<file path="src/rtl/modrm_dec_pkg.sv">
package modrm_dec_pkg;

    localparam int REG_W = 4;

    localparam logic [REG_W-1:0] GPR_BX       = 4'd3;
    localparam logic [REG_W-1:0] GPR_BP       = 4'd5;
    localparam logic [REG_W-1:0] GPR_SI       = 4'd6;
    localparam logic [REG_W-1:0] GPR_DI       = 4'd7;
    localparam logic [REG_W-1:0] GPR_NO_INDEX = 4'd4;

    typedef enum logic [1:0] {
        BASE_NONE = 2'd0,
        BASE_GPR  = 2'd1,
        BASE_IP   = 2'd2
    } base_kind_e;

    typedef enum logic [1:0] {
        ST_MODRM  = 2'd0,
        ST_SIB    = 2'd1,
        ST_DISP   = 2'd2,
        ST_REPORT = 2'd3
    } dec_state_e;

    typedef struct packed {
        logic             is_mem;
        logic [REG_W-1:0] reg_num;
        logic [REG_W-1:0] rm_reg;
        base_kind_e       base_kind;
        logic [REG_W-1:0] base_reg;
        logic             index_valid;
        logic [REG_W-1:0] index_reg;
        logic [1:0]       scale;
    } operand_t;

endpackage

</file>
<file path="src/rtl/modrm_classify.sv">
module modrm_classify
    import modrm_dec_pkg::*;
#(
    parameter int LEN_W = 3
) (
    input  logic [7:0]       modrm_i,
    input  logic             ext_r_i,
    input  logic             ext_b_i,
    input  logic             aw16_i,
    input  logic             aw64_i,
    output operand_t         op_o,
    output logic             sib_next_o,
    output logic [LEN_W-1:0] disp_len_o
);

    logic [1:0] mode_f;
    logic [2:0] reg_f;
    logic [2:0] rm_f;

    assign mode_f = modrm_i[7:6];
    assign reg_f  = modrm_i[5:3];
    assign rm_f   = modrm_i[2:0];

    always_comb begin
        op_o           = '0;
        op_o.is_mem    = (mode_f != 2'b11);
        op_o.reg_num   = {ext_r_i, reg_f};
        op_o.rm_reg    = {ext_b_i, rm_f};
        op_o.base_kind = BASE_NONE;
        sib_next_o     = 1'b0;
        disp_len_o     = '0;
        if (op_o.is_mem) begin
            if (aw16_i) begin
                // fixed pairing table of the 16-bit forms
                op_o.base_kind = BASE_GPR;
                unique case (rm_f)
                    3'd0: begin op_o.base_reg = GPR_BX; op_o.index_reg = GPR_SI; op_o.index_valid = 1'b1; end
                    3'd1: begin op_o.base_reg = GPR_BX; op_o.index_reg = GPR_DI; op_o.index_valid = 1'b1; end
                    3'd2: begin op_o.base_reg = GPR_BP; op_o.index_reg = GPR_SI; op_o.index_valid = 1'b1; end
                    3'd3: begin op_o.base_reg = GPR_BP; op_o.index_reg = GPR_DI; op_o.index_valid = 1'b1; end
                    3'd4: op_o.base_reg = GPR_SI;
                    3'd5: op_o.base_reg = GPR_DI;
                    3'd6: op_o.base_reg = GPR_BP;
                    3'd7: op_o.base_reg = GPR_BX;
                endcase
                if (mode_f == 2'b01) begin
                    disp_len_o = LEN_W'(1);
                end else if (mode_f == 2'b10) begin
                    disp_len_o = LEN_W'(2);
                end else if (rm_f == 3'b110) begin
                    disp_len_o     = LEN_W'(2);
                    op_o.base_kind = BASE_NONE;
                    op_o.base_reg  = '0;
                end
            end else begin
                if (mode_f == 2'b01) begin
                    disp_len_o = LEN_W'(1);
                end else if (mode_f == 2'b10) begin
                    disp_len_o = LEN_W'(4);
                end
                if (rm_f == 3'b100) begin
                    sib_next_o = 1'b1;
                end else if (mode_f == 2'b00 && rm_f == 3'b101) begin
                    disp_len_o = LEN_W'(4);
                    if (aw64_i) begin
                        op_o.base_kind = BASE_IP;
                    end else begin
                        op_o.base_kind = BASE_NONE;
                    end
                end else begin
                    op_o.base_kind = BASE_GPR;
                    op_o.base_reg  = {ext_b_i, rm_f};
                end
            end
        end
    end

endmodule

</file>
<file path="src/rtl/sib_classify.sv">
module sib_classify
    import modrm_dec_pkg::*;
#(
    parameter int LEN_W = 3
) (
    input  logic [7:0]       sib_i,
    input  logic [1:0]       mode_i,
    input  logic             ext_x_i,
    input  logic             ext_b_i,
    output base_kind_e       base_kind_o,
    output logic [REG_W-1:0] base_reg_o,
    output logic             index_valid_o,
    output logic [REG_W-1:0] index_reg_o,
    output logic [1:0]       scale_o,
    output logic [LEN_W-1:0] disp_len_o
);

    logic [REG_W-1:0] idx_ext;

    assign idx_ext       = {ext_x_i, sib_i[5:3]};
    assign index_valid_o = (idx_ext != GPR_NO_INDEX);
    assign index_reg_o   = index_valid_o ? idx_ext : '0;
    assign scale_o       = sib_i[7:6];

    always_comb begin
        // escape decided on the raw 3-bit field, extension bit not consulted
        if (mode_i == 2'b00 && sib_i[2:0] == 3'b101) begin
            base_kind_o = BASE_NONE;
            base_reg_o  = '0;
            disp_len_o  = LEN_W'(4);
        end else begin
            base_kind_o = BASE_GPR;
            base_reg_o  = {ext_b_i, sib_i[2:0]};
            if (mode_i == 2'b01) begin
                disp_len_o = LEN_W'(1);
            end else if (mode_i == 2'b10) begin
                disp_len_o = LEN_W'(4);
            end else begin
                disp_len_o = '0;
            end
        end
    end

endmodule

</file>
<file path="src/rtl/disp_collect.sv">
module disp_collect #(
    parameter int MAX_BYTES = 4,
    parameter int OUT_W     = 64,
    parameter int LEN_W     = 3
) (
    input  logic             clk,
    input  logic             rst_n,
    input  logic             clear_i,
    input  logic             load_i,
    input  logic [LEN_W-1:0] lane_i,
    input  logic [7:0]       byte_i,
    input  logic [LEN_W-1:0] len_i,
    output logic [OUT_W-1:0] disp_o
);

    logic [7:0] lanes [MAX_BYTES];

    for (genvar g = 0; g < MAX_BYTES; g++) begin : g_lane
        always_ff @(posedge clk or negedge rst_n) begin
            if (!rst_n) begin
                lanes[g] <= '0;
            end else if (clear_i) begin
                lanes[g] <= '0;
            end else if (load_i && lane_i == LEN_W'(g)) begin
                lanes[g] <= byte_i;
            end
        end
    end

    logic sign_bit;

    always_comb begin
        sign_bit = 1'b0;
        for (int i = 0; i < MAX_BYTES; i++) begin
            if (LEN_W'(i) < len_i) begin
                sign_bit = lanes[i][7];
            end
        end
        disp_o = {OUT_W{sign_bit}};
        for (int i = 0; i < MAX_BYTES; i++) begin
            if (LEN_W'(i) < len_i) begin
                disp_o[8*i +: 8] = lanes[i];
            end
        end
    end

endmodule

</file>
<file path="src/rtl/modrm_addr_decoder.sv">
module modrm_addr_decoder
    import modrm_dec_pkg::*;
#(
    parameter int  DISP_W         = 64,
    parameter int  MAX_DISP_BYTES = 4,
    localparam int CNT_W          = $clog2(MAX_DISP_BYTES + 3)
) (
    input  logic              clk,
    input  logic              rst_n,
    input  logic              in_valid,
    input  logic [7:0]        in_byte,
    input  logic              ext_r,
    input  logic              ext_x,
    input  logic              ext_b,
    input  logic [1:0]        addr_mode,
    output logic              in_ready,
    output logic              done,
    output logic              is_mem,
    output logic [3:0]        reg_num,
    output logic [3:0]        rm_reg,
    output logic [1:0]        base_kind,
    output logic [3:0]        base_reg,
    output logic              index_valid,
    output logic [3:0]        index_reg,
    output logic [1:0]        scale,
    output logic [DISP_W-1:0] disp,
    output logic [CNT_W-1:0]  byte_count
);

    localparam int LEN_W = $clog2(MAX_DISP_BYTES + 1);

    dec_state_e       state_q, state_d;
    operand_t         op_q;
    logic [LEN_W-1:0] dlen_q;
    logic [LEN_W-1:0] dcnt_q;
    logic             sib_q;
    logic [1:0]       mode_q;
    logic             ext_x_q;
    logic             ext_b_q;
    logic             accept;

    // ModRM stage
    operand_t         m_op;
    logic             m_sib;
    logic [LEN_W-1:0] m_len;

    modrm_classify #(.LEN_W(LEN_W)) u_modrm (
        .modrm_i    (in_byte),
        .ext_r_i    (ext_r),
        .ext_b_i    (ext_b),
        .aw16_i     (addr_mode == 2'b00),
        .aw64_i     (addr_mode[1]),
        .op_o       (m_op),
        .sib_next_o (m_sib),
        .disp_len_o (m_len)
    );

    // SIB stage, fed with the fields latched at ModRM time
    base_kind_e       s_bk;
    logic [3:0]       s_base;
    logic             s_iv;
    logic [3:0]       s_idx;
    logic [1:0]       s_scale;
    logic [LEN_W-1:0] s_len;

    sib_classify #(.LEN_W(LEN_W)) u_sib (
        .sib_i         (in_byte),
        .mode_i        (mode_q),
        .ext_x_i       (ext_x_q),
        .ext_b_i       (ext_b_q),
        .base_kind_o   (s_bk),
        .base_reg_o    (s_base),
        .index_valid_o (s_iv),
        .index_reg_o   (s_idx),
        .scale_o       (s_scale),
        .disp_len_o    (s_len)
    );

    disp_collect #(
        .MAX_BYTES (MAX_DISP_BYTES),
        .OUT_W     (DISP_W),
        .LEN_W     (LEN_W)
    ) u_disp (
        .clk     (clk),
        .rst_n   (rst_n),
        .clear_i (state_q == ST_MODRM && accept),
        .load_i  (state_q == ST_DISP && accept),
        .lane_i  (dcnt_q),
        .byte_i  (in_byte),
        .len_i   (dlen_q),
        .disp_o  (disp)
    );

    assign accept = in_valid && in_ready;

    // state register
    always_ff @(posedge clk or negedge rst_n) begin
        if (!rst_n) begin
            state_q <= ST_MODRM;
        end else begin
            state_q <= state_d;
        end
    end

    // transitions
    always_comb begin
        state_d = state_q;
        unique case (state_q)
            ST_MODRM: begin
                if (accept) begin
                    if (m_sib) begin
                        state_d = ST_SIB;
                    end else if (m_len != '0) begin
                        state_d = ST_DISP;
                    end else begin
                        state_d = ST_REPORT;
                    end
                end
            end
            ST_SIB: begin
                if (accept) begin
                    state_d = (s_len != '0) ? ST_DISP : ST_REPORT;
                end
            end
            ST_DISP: begin
                if (accept && dcnt_q == dlen_q - LEN_W'(1)) begin
                    state_d = ST_REPORT;
                end
            end
            ST_REPORT: state_d = ST_MODRM;
        endcase
    end

    // outputs
    always_comb begin
        done     = 1'b0;
        in_ready = 1'b1;
        unique case (state_q)
            ST_REPORT: begin
                done     = 1'b1;
                in_ready = 1'b0;
            end
            default: ;
        endcase
    end

    // operand data path
    always_ff @(posedge clk or negedge rst_n) begin
        if (!rst_n) begin
            op_q    <= '0;
            dlen_q  <= '0;
            dcnt_q  <= '0;
            sib_q   <= 1'b0;
            mode_q  <= '0;
            ext_x_q <= 1'b0;
            ext_b_q <= 1'b0;
        end else if (accept) begin
            if (state_q == ST_MODRM) begin
                op_q    <= m_op;
                dlen_q  <= m_len;
                dcnt_q  <= '0;
                sib_q   <= m_sib;
                mode_q  <= in_byte[7:6];
                ext_x_q <= ext_x;
                ext_b_q <= ext_b;
            end else if (state_q == ST_SIB) begin
                op_q.base_kind   <= s_bk;
                op_q.base_reg    <= s_base;
                op_q.index_valid <= s_iv;
                op_q.index_reg   <= s_idx;
                op_q.scale       <= s_scale;
                dlen_q           <= s_len;
            end else if (state_q == ST_DISP) begin
                dcnt_q <= dcnt_q + LEN_W'(1);
            end
        end
    end

    assign is_mem      = op_q.is_mem;
    assign reg_num     = op_q.reg_num;
    assign rm_reg      = op_q.rm_reg;
    assign base_kind   = op_q.base_kind;
    assign base_reg    = op_q.base_reg;
    assign index_valid = op_q.index_valid;
    assign index_reg   = op_q.index_reg;
    assign scale       = op_q.scale;
    assign byte_count  = CNT_W'(1) + CNT_W'(sib_q) + CNT_W'(dlen_q);

endmodule

</file>
<file path="config.mk">
export PLATFORM = sky130hd
export DESIGN_NAME = modrm_addr_decoder
export DESIGN_NICKNAME = d
export VERILOG_FILES = /design/src/rtl/modrm_dec_pkg.sv /design/src/rtl/modrm_classify.sv /design/src/rtl/sib_classify.sv /design/src/rtl/disp_collect.sv /design/src/rtl/modrm_addr_decoder.sv
export SDC_FILE = /design/constraint.sdc
export NUM_CORES = 1
export LEC_CHECK = 0
export ABC_AREA = 1
export BUFFER_PORTS_ARGS = -buffer_cell sky130_fd_sc_hd__buf_2
export CAP_MARGIN = 20
export CELL_PAD_IN_SITES_DETAIL_PLACEMENT = 1
export CELL_PAD_IN_SITES_GLOBAL_PLACEMENT = 1
export CORE_UTILIZATION = 25
export CTS_CLUSTER_SIZE = 40
export DETAILED_ROUTE_END_ITERATION = 10
export GPL_ROUTABILITY_DRIVEN = 0
export GPL_TIMING_DRIVEN = 0
export PLACE_DENSITY = 0.66
export SLEW_MARGIN = 20
export SYNTH_ARGS = -nofsm -noshare
export SYNTH_HDL_FRONTEND = slang
export SYNTH_SLANG_ARGS = --single-unit
</file>
<file path="constraint.sdc">
create_clock -name clk -period 2.3 [get_ports clk]
set_input_delay 0.115 -clock clk [delete_from_list [all_inputs] [get_ports clk]]
set_output_delay 0.115 -clock clk [all_outputs]
set_load 0.03 [all_outputs]
</file>
After elaboration in Yosys (flattened, before gate mapping)
Index checks and enable logic that the tools add are counted.
{ "op_classes": {"order_cmp": 4, "add_sub_neg": 4, "eq_ne": 24, "mux": 62, "n_reduce_logical": 32} }
{ "ops": {"columns": ["cell", "n"], "rows": [
  ["$mux 8", 12],
  ["$mux 3", 15],
  ["$mux 13", 2],
  ["$mux 6", 4],
  ["$mux 2", 8],
  ["$pmux 4 s4", 1],
  ["$eq 3x2->1 const B", 4],
  ["$eq 3x3->1 const B", 4],
  ["$mux 1", 12],
  ["$mux 4", 3],
  ["$reduce_bool 2->1", 6],
  ["$mux 11", 1],
  ["$logic_and 1x1->1", 10],
  ["$mux 5", 2],
  ["$ne 2x2->1 const B", 5],
  ["$pmux 5 s2", 1],
  ["$eq 2x2->1 const B", 4],
  ["$logic_not 2->1", 4],
  ["$pmux 2 s4", 1],
  ["$eq 2x1->1 const B", 3],
  ["$eq 3x1->1 const B", 2],
  ["$logic_not 3->1", 2],
  ["$lt 1x3->1 const A", 2],
  ["$lt 2x3->1 const A", 2],
  ["11 further kinds", 16]
]} }
{ "word_totals": {"output_inout_bits": 91, "in_bits": 16, "elab_cells": 145, "ff_bits": 67} }

Logic depth before layout (Yosys ltp)
Gate-level depths: netlist (run 1).
{ "logic_depth": {"depth_word": 12, "mapped_depth": 11, "mapped_depth_nobuf": 11} }

Hierarchy
From an unflattened synthesis (run 1), not the netlist that was laid out.
{ "unflattened": {"hier_cells": 569, "hier_area_um2": 4186.5} }
{ "modules_own_cells": {"columns": ["module", "cells_each", "instances", "area_per_inst_um2", "seq_area_each_um2"], "rows": [
  ["disp_collect", 253, 1, 1923.1, 800.8],
  ["modrm_addr_decoder", 222, 1, 1767.9, 875.8],
  ["modrm_classify", 67, 1, 352.8, 0.0],
  ["sib_classify", 27, 1, 142.6, 0.0]
]} }

Worst setup path before layout (run 1)
OpenSTA, ideal clock, no wires.
{ "synth_path": {"kind": "reg-to-output", "startpoint": "register dlen_q[2]", "endpoint": "output port disp[31]", "slack_ns": 0.095, "n_path_buf": 1, "arrival_time_ns": 2.090, "t_required_ns": 2.185, "stages_incl_launch_ff": 9, "cell_sequence": "dfrtp_1 nor2_4 nand3_4 o21ai_2 nand2_4 o21ai_4 nand2_4 o21ai_2 buf_4"} }
{ "synth_between": {"elab_chain_cells": 6, "word_cells_on_any_way": 9, "cone_classes": "4 x order compare; 5 x mux"} }
{ "synth_rtl": {"columns": ["item", "line", "rtl"], "rows": [
  ["from (decl)", "modrm_addr_decoder.sv:34", "logic [LEN_W-1:0] dlen_q;"],
  ["from (signal assigned)", "modrm_addr_decoder.sv:160", "dlen_q <= m_len;"],
  ["from (signal assigned)", "modrm_addr_decoder.sv:172", "dlen_q <= s_len;"],
  ["$lt 1x3->1", "disp_collect.sv:35", "if (LEN_W'(i) < len_i) begin"],
  ["$mux 1 (3 in a row)", "disp_collect.sv:35", null],
  ["$mux 1 (*)", "disp_collect.sv:35", null],
  ["net u_disp.sign_bit", "disp_collect.sv:30", "logic sign_bit;"],
  ["$mux 8 (*)", "disp_collect.sv:41", "if (LEN_W'(i) < len_i) begin"],
  ["to (decl)", "modrm_addr_decoder.sv:26", "output logic [DISP_W-1:0] disp,"]
]} }
The timed path passes the listed nets; every way through them passes the cells marked *.

Worst setup path after layout (run 1)
{ "layout_path": {"startpoint": "register dlen_q[1]", "endpoint": "output port disp[31]"} }
{ "layout_between": {"elab_chain_cells": 6, "word_cells_on_any_way": 9, "cone_classes": "4 x order compare; 5 x mux"} }
{ "layout_rtl": {"columns": ["item", "line"], "rows": [
  ["$lt 1x3->1", "disp_collect.sv:35"],
  ["$mux 1 (4 in a row)", "disp_collect.sv:35"],
  ["$mux 8 (*)", "disp_collect.sv:41"]
]} }
Every way passes the cells marked *; elsewhere a longest branch is shown, timed or not.

==> results of run 1 <==
[placed cells by master, fill, tap and decap left out, types with 2 or more instances in the layout]
cell type	count
bufinv_16	2
o21ai_2	8
nand3_1	10
a31oi_1	4
mux2_2	5
nor2_1	31
dfrtp_2	2
buf_4	45
dfrtp_1	64
o22ai_1	2
buf_2	105
o31ai_1	3
nand2_1	106
inv_1	76
clkinv_4	3
o211ai_1	2
ha_1	12
clkbuf_16	9
nand2_2	3
nor3_1	5
nor2_4	2
clkbuf_4	5
clkbuf_1	2
o21ai_4	6
o21ai_0	67
a21oi_1	11
[per-layer routing]
layer,routed length (um),global-route usage
met2,5910,0.271
met1,5270,0.199
met3,520,0.0275
met4,121,0.0468
met5,0,0
[final cells by class]
cell class	count	area, um^2
multi-input combinational	286	1570
sequential	66	1650
buffer	46	323
tap	184	230
timing repair buffer	113	616
clock buffer	9	225
fill	1772	9580
clock inverter	7	103
inverter	77	289
[stage by stage]
| step | worst slack, ns | hold slack [ns] |
|---|---|---|
| CTS | 0.000575 | 0.00798 |
| global route | -0.00112 | 0.0110 |
| floorplan | 0.0954 | -0.181 |
| detailed placement | -0.159 | 0.0970 |
| finish | 0.128 | 0.0160 |
| global placement | -0.0559 | 0.349 |
[how the worst min path moves through the flow]
| stage | startpoint | depth (start not counted) | endpoint | slack (ns) |
|---|---|---|---|---|
| 2_1_floorplan | rst_n | 0 | base_kind[0]$_DFFE_PN0P_ | -0.18 |
| 6_report | ext_r | 2 | reg_num[3]$_DFFE_PN0P_ | 0.02 |
| 3_5_place_dp | rst_n | 1 | rm_reg[2]$_DFFE_PN0P_ | 0.1 |
| 3_3_place_gp | ext_r | 2 | reg_num[3]$_DFFE_PN0P_ | 0.35 |
| 4_1_cts | ext_r | 2 | reg_num[3]$_DFFE_PN0P_ | 0.008 |
| 5_1_grt | ext_x | 2 | ext_x_q$_DFFE_PN0P_ | 0.01 |
[worst max-delay path, stage by stage (launching register included)]
cell	delay, ns
dfrtp_2	0.48
nor2_4	0.16
nand3_4	0.13
o21ai_4	0.11
nand2_4	0.10
o21ai_4	0.11
nand2_8	0.13
o21ai_4	0.15
buf_4	0.16
buf_2	0.19
[cells by family (layout without fill, tap and decap cells)]
family,Yosys count,after routing,share of synthesized area
mux,5,5,0.0150
flops,66,66,0.440
buf+inv,123,252,0.163
compound gates,102,106,0.157
fa+ha+maj,12,12,0.0400
xor+xnor,2,2,0.00467
simple gates,161,161,0.180
[timing repair]
action | in CTS | in global routing
pin swaps | 1 | 0
hold endpoints to repair | 30 | 0
hold buffers | 1 | 0
buffers inserted | 2 | 3
resized for setup | 6 | 8
cloned | 2 | 2
setup endpoints to repair | 33 | 33
==> results.md, run 1 <==
- R2R Path End: index_valid$_DFFE_PN0P_
- Routed WL: 11.8 mm
- Sink Count: 66
- Average cell area after synthesis: 7.97 um^2
- Post-route cell area: between 5000 and 6000 um^2
- Setup TNS: 0 ns
- Non-filler cells in the finished layout: 788
- Die W: 125 um
- Clock root buffer: clkbuf_16
- Share of the core filled with cells in the final layout: 0.344
- Number of global-route vias before repair: 3714
- Required @ worst endpoint: 2.18 ns
- Setup violation total in the final timing report: 0
- Most common cell in the synthesized netlist: nand2_1
- Initial core utilization: 0.257
- Number of detailed-routing iterations run before antenna repair: 4
- Maximum root-to-sink buffer count: 2
- Number of clock buffers inserted by TritonCTS: 9
- Crit Path Max Fanout: 10
- Register clock-pin slew on the reported worst setup and hold paths: ~0.060 ns
- ANT cells: 0
- Worst reg-to-reg path cell count: 9
- Final clock period utilization by the worst path: 0.944
- Y dimension of the die: 125 um
- Fraction of final layout cells with drive strength greater than 1: 0.334
- Register containing the most flip-flops in the final layout: u_disp.lanes
- Number of DRC markers after the initial detailed-route iteration: 123
- Share of flip-flops with an asynchronous set or reset: 1.00
- Commonest cells in the netlist: nand2_1, inv_1, o21ai_0
- Commonest register cell after synthesis: dfrtp_1
- Shortest period the worst path allows: around 2.2 ns
- Launch point of the worst reg-to-reg path: state_q[0]$_DFFE_PN0P_
- # port buffers: roughly 110
- Sequential share of the synthesized area: 0.440
- Final worst clock skew: 0.00750 ns
- Mapped cell area: 3750 um^2
- Number of routed nets with antenna violations: 0
- Total overflow reported by the global router: 0
- Later-pin clock latency in the skew report: 0.33 ns
- Number of enable flip-flop cells after synthesis: 0
- CTS HTree Levels: 3
- Number of placed cells counting well taps: 762
- Placeable core region: 14600 um^2
- Transition time of the tightest slew-check pin: around 0.8 ns
- Start point of the critical path: dlen_q[1]$_DFFE_PN0P_
- # Max-Cap Violations: 0
- Detailed Place HPWL: 8.75 mm
- Std cell rows: 44
- Synthesized netlist net count: between 400 and 500
- Warning count from the yosys run: 0
- Max-slew violations: 0
- Dpl cell area: approximately 4500 um^2
- Kind of capture point of the worst setup path: output pin
- Vias per cell: 4.45
- Wire length of the first global-routing pass: between 15 and 20 mm
- Category of the critical setup timing path: reg -> out
- Yosys cell types: 31
- Type of the worst min-delay path: in -> reg
- Number of design rule violations left after detail routing: 0
- Flip-flop and latch count after synthesis: 66
- End point of the critical path: disp[31]
- Run status: finished, final reports clean
- Vias: approximately 3.5k
- CTS tree: done
- Overall track demand over capacity in global routing: 0.157
- Top-level I/O count: around 110
- Area of the die: 15500 um^2
- Wirelength per Cell: 15.0 um
- Startpoint type of the worst setup path: register
- Signed area change from the synthesized netlist to the final layout: 33.5%
- Headroom to the max-slew limit: 0.448
- Maximum clock frequency: between 400 and 500 MHz
- Cell types occupying the most area after synthesis: dfrtp_1, nand2_1, o21ai_0, inv_1, buf_4
- Flip-flop count of the largest register after layout: 32
- Top cell type by total area after synthesis: dfrtp_1
- Antenna violations before repair: 0
- Number of nets at the end of the flow: between 600 and 700
- Cells after Synth: about 470
- Fraction of synthesized cell area taken by the top area cell type: 0.440
- Maximum number of pins on one net before global-route repair: 37
- Reg-to-reg slack, setup: 0.30 ns
- Number of hold-slack violations in the final timing report: 0
- Arrival time worst endpoint: approximately 2.1 ns
Power of run 1 is not shown: default switching activity piles up to over one toggle a cycle in this logic, so the estimate is an artifact.
==> run 2, diff against run 1 <==
Settings changed: GPL_TIMING_DRIVEN 0 to not set, RECOVER_POWER set to 100.
==> run 2 against run 1 <==
Net effect:
- setup slack better by 0.014 ns
- via count is 5.6% lower
- fmax is 0.63% higher
- clock skew is 0.0025 ns lower
- wire length is 5.5% lower
- core utilization is 3.5 points lower
- final cell count is 5.3% lower
- worst hold slack better by 0.0054 ns
- flip-flop and latch count stayed put
- global-route usage is 0.70 points lower
- sequential share of layout area is 3.7 points higher
==> results.md, run 2 (synthesis results as in run 1) <==
- Clock root buffer: clkbuf_16
- Top-level I/O count: 107 (unchanged)
- Number of hold-slack violations in the final timing report: 0 (unchanged)
- Number of filler cells placed in the layout: 1839 (+3.8%)
- Setup TNS: 0 ns (unchanged)
- Worst reg-to-reg path cell count: 5 (-4)
- Wirelength per Cell: 15.0 um (-0.14%)
- Number of detailed-routing iterations run before antenna repair: 4 (unchanged)
- Headroom to the max-slew limit: 0.404 (-0.0441)
- Maximum number of pins on one net before global-route repair: 52 (+41%)
- Category of cells accounting for the largest share of critical-path delay: simple AND/OR/NAND/NOR gates
- Maximum root-to-sink buffer count: 2 (unchanged)
- R2R Path End: is_mem$_DFFE_PN0P_
- Startpoint type of the worst setup path: register
- Worst Setup Slack, final: 0.142 ns (+0.0135 ns)
- Launch point of the worst reg-to-reg path: state_q[0]$_DFFE_PN0P_
- # Max-Cap Violations: 0 (unchanged)
- Capture endpoint of the worst hold path: reg_num[3]$_DFFE_PN0P_
- Worst slack at placement: 0.159 ns (+0.318 ns)
- Number of routed nets with antenna violations: 0 (unchanged)
- Later-pin clock latency in the skew report: 0.34 ns (about the same)
- Area of the multi-input gates: 1510 um^2 (-4.1%)
- Routed WL: 11.2 mm (-5.5%)
- Wire length of the first global-routing pass: 18.5 mm (-4.2%)
- Flip-flop count of the largest register after layout: 32 (unchanged)
- Register area: 1650 um^2 (about the same)
- Register containing the most flip-flops in the final layout: u_disp.lanes
- Required @ worst endpoint: 2.18 ns (about the same)
- Number of clock buffers inserted by TritonCTS: 9 (unchanged)
- Final worst clock skew: 0.00500 ns (-0.00250 ns)
- Die W: 125 um (unchanged)
- Register clock-pin slew on the reported worst setup and hold paths: 0.06 ns (about the same)
- Kind of capture point of the worst setup path: output pin
- Area of the die: 15500 um^2 (unchanged)
- Reg-to-reg slack, setup: 0.20 ns (-0.10 ns)
- Total overflow reported by the global router: 0 (unchanged)
- Startpoint of the lowest-slack hold path: ext_r
- Fraction of final layout cells with drive strength greater than 1: 0.178 (-0.157)
- Std cell rows: 44 (unchanged)
- Highest-count cells in the layout ignoring fill and taps: nand2_1, inv_1, o21ai_0, dfrtp_1, clkbuf_1
- Max-slew violations: 0 (unchanged)
- Vias per cell: 4.44 (-0.24%)
- Slowest cell delay on critical path: 0.47 ns (about the same)
- Number of design rule violations left after detail routing: 0 (unchanged)
- Y dimension of the die: 125 um (unchanged)
- Setup violation total in the final timing report: 0 (unchanged)
- Initial core utilization: 0.257 (unchanged)
- Number of nets at the end of the flow: 585 (-6.7%)
- Shortest period the worst path allows: 2.16 ns (-0.0135 ns)
- Most frequent standard cell in the layout excluding fill and tap cells: nand2_1
- Crit Path Max Fanout: 16 (+6)
- Cell type of the slowest stage on the worst timing path: dfrtp_2
- Category of the critical setup timing path: reg -> out
- Detailed Place HPWL: 8.42 mm (-3.8%)
- # port buffers: 106 (unchanged)
- Vias: 3313 (-5.6%)
- Critical path cell sequence: nor2_4, nand3_4, o21ai_2, nand2_4, o21ai_4, nand2_4, o21ai_4, clkbuf_2
- Number of global-route vias before repair: 3453 (-7.0%)
- Buffering stage count on the worst path with inverters included: 1 (-1)
- Transition time of the tightest slew-check pin: 0.895 ns (+0.0725 ns)
- Overall track demand over capacity in global routing: 0.150 (-0.00696)
- Cell depth of the worst hold path: 2 (unchanged)
- Number of DRC markers after the initial detailed-route iteration: 126 (+2.4%)
- CTS tree: done
- Arrival time worst endpoint: 2.04 ns (-0.02 ns)
- Run status: finished, final reports clean
- Type of the worst min-delay path: in -> reg
- Signed area change from the synthesized netlist to the final layout: 19.9%
- Sink Count: 66 (unchanged)
- ANT cells: 0 (unchanged)
- CTS HTree Levels: 3 (unchanged)
- Final clock period utilization by the worst path: 0.938 (-0.00588)
- Placeable core region: 14600 um^2 (unchanged)
- Maximum clock frequency: 463 MHz (+0.63%)
- Antenna violations before repair: 0 (unchanged)
[run 2: cell types whose count changed in the layout (fill, tap and decap cells not counted), sizes merged]
| cell | previous run | this run |
|---|---|---|
| inv | 77 | 76 |
| buf | 151 | 37 |
| bufinv | 2 | 0 |
| clkinvlp | 1 | 2 |
| clkbuf | 16 | 93 |
| o21ai | 82 | 79 |
[run 2: repair_timing]
| action | in CTS | in global routing |
|---|---|---|
| hold buffers | 1 | 0 |
| gates cloned | 1 | 0 |
| setup buffers | 0 | 3 |
| pin swaps | 0 | 1 |
| hold endpoints to repair | 15 | 0 |
| resized for setup | 3 | 2 |
| setup endpoints to repair | 33 | 33 |
[run 2: how the worst max path moves through the flow]
stage,from,endpoint,slack [ns],depth (start not counted)
final,dlen_q[1]$_DFFE_PN0P_,disp[53],0.14,8
after global routing,dlen_q[1]$_DFFE_PN0P_,disp[58],-0.004,8
after CTS,dlen_q[1]$_DFFE_PN0P_,disp[58],-0.003,8
after detailed placement,dlen_q[1]$_DFFE_PN0P_,disp[58],0.16,8
after global placement,dlen_q[1]$_DFFE_PN0P_,disp[43],0.29,8
after floorplan,dlen_q[2]$_DFFE_PN0P_,disp[31],0.1,8
[run 2: cell type report]
class / count / area share
clock buffer: 11 / 0.0539
clock inverter: 5 / 0.00667
inverter: 77 / 0.0642
multi-input combinational: 283 / 0.335
sequential: 66 / 0.367
tap: 184 / 0.0511
timing repair buffer: 120 / 0.122
[run 2: metrics by stage]
stage	hold slack, ns	cells	area (um^2)	util
floorplan	-0.181	471	3750	-
global placement	0.0529	725	4280	0.293
detailed placement	0.0656	725	4280	0.293
CTS	0.00938	743	4590	0.315
global route	0.0169	746	4500	0.309
finish	0.0214	746	4500	0.309
[run 2: routing by layer]
metal | track usage | up-vias | wire length (um)
met5 | 0 | - | 0
met4 | 0.0418 | 0 | 128
met3 | 0.0335 | 10 | 398
met2 | 0.251 | 67 | 5540
met1 | 0.194 | 1610 | 5100
li1 | - | 1626 | -
Power of run 2 is left out for the same reason.
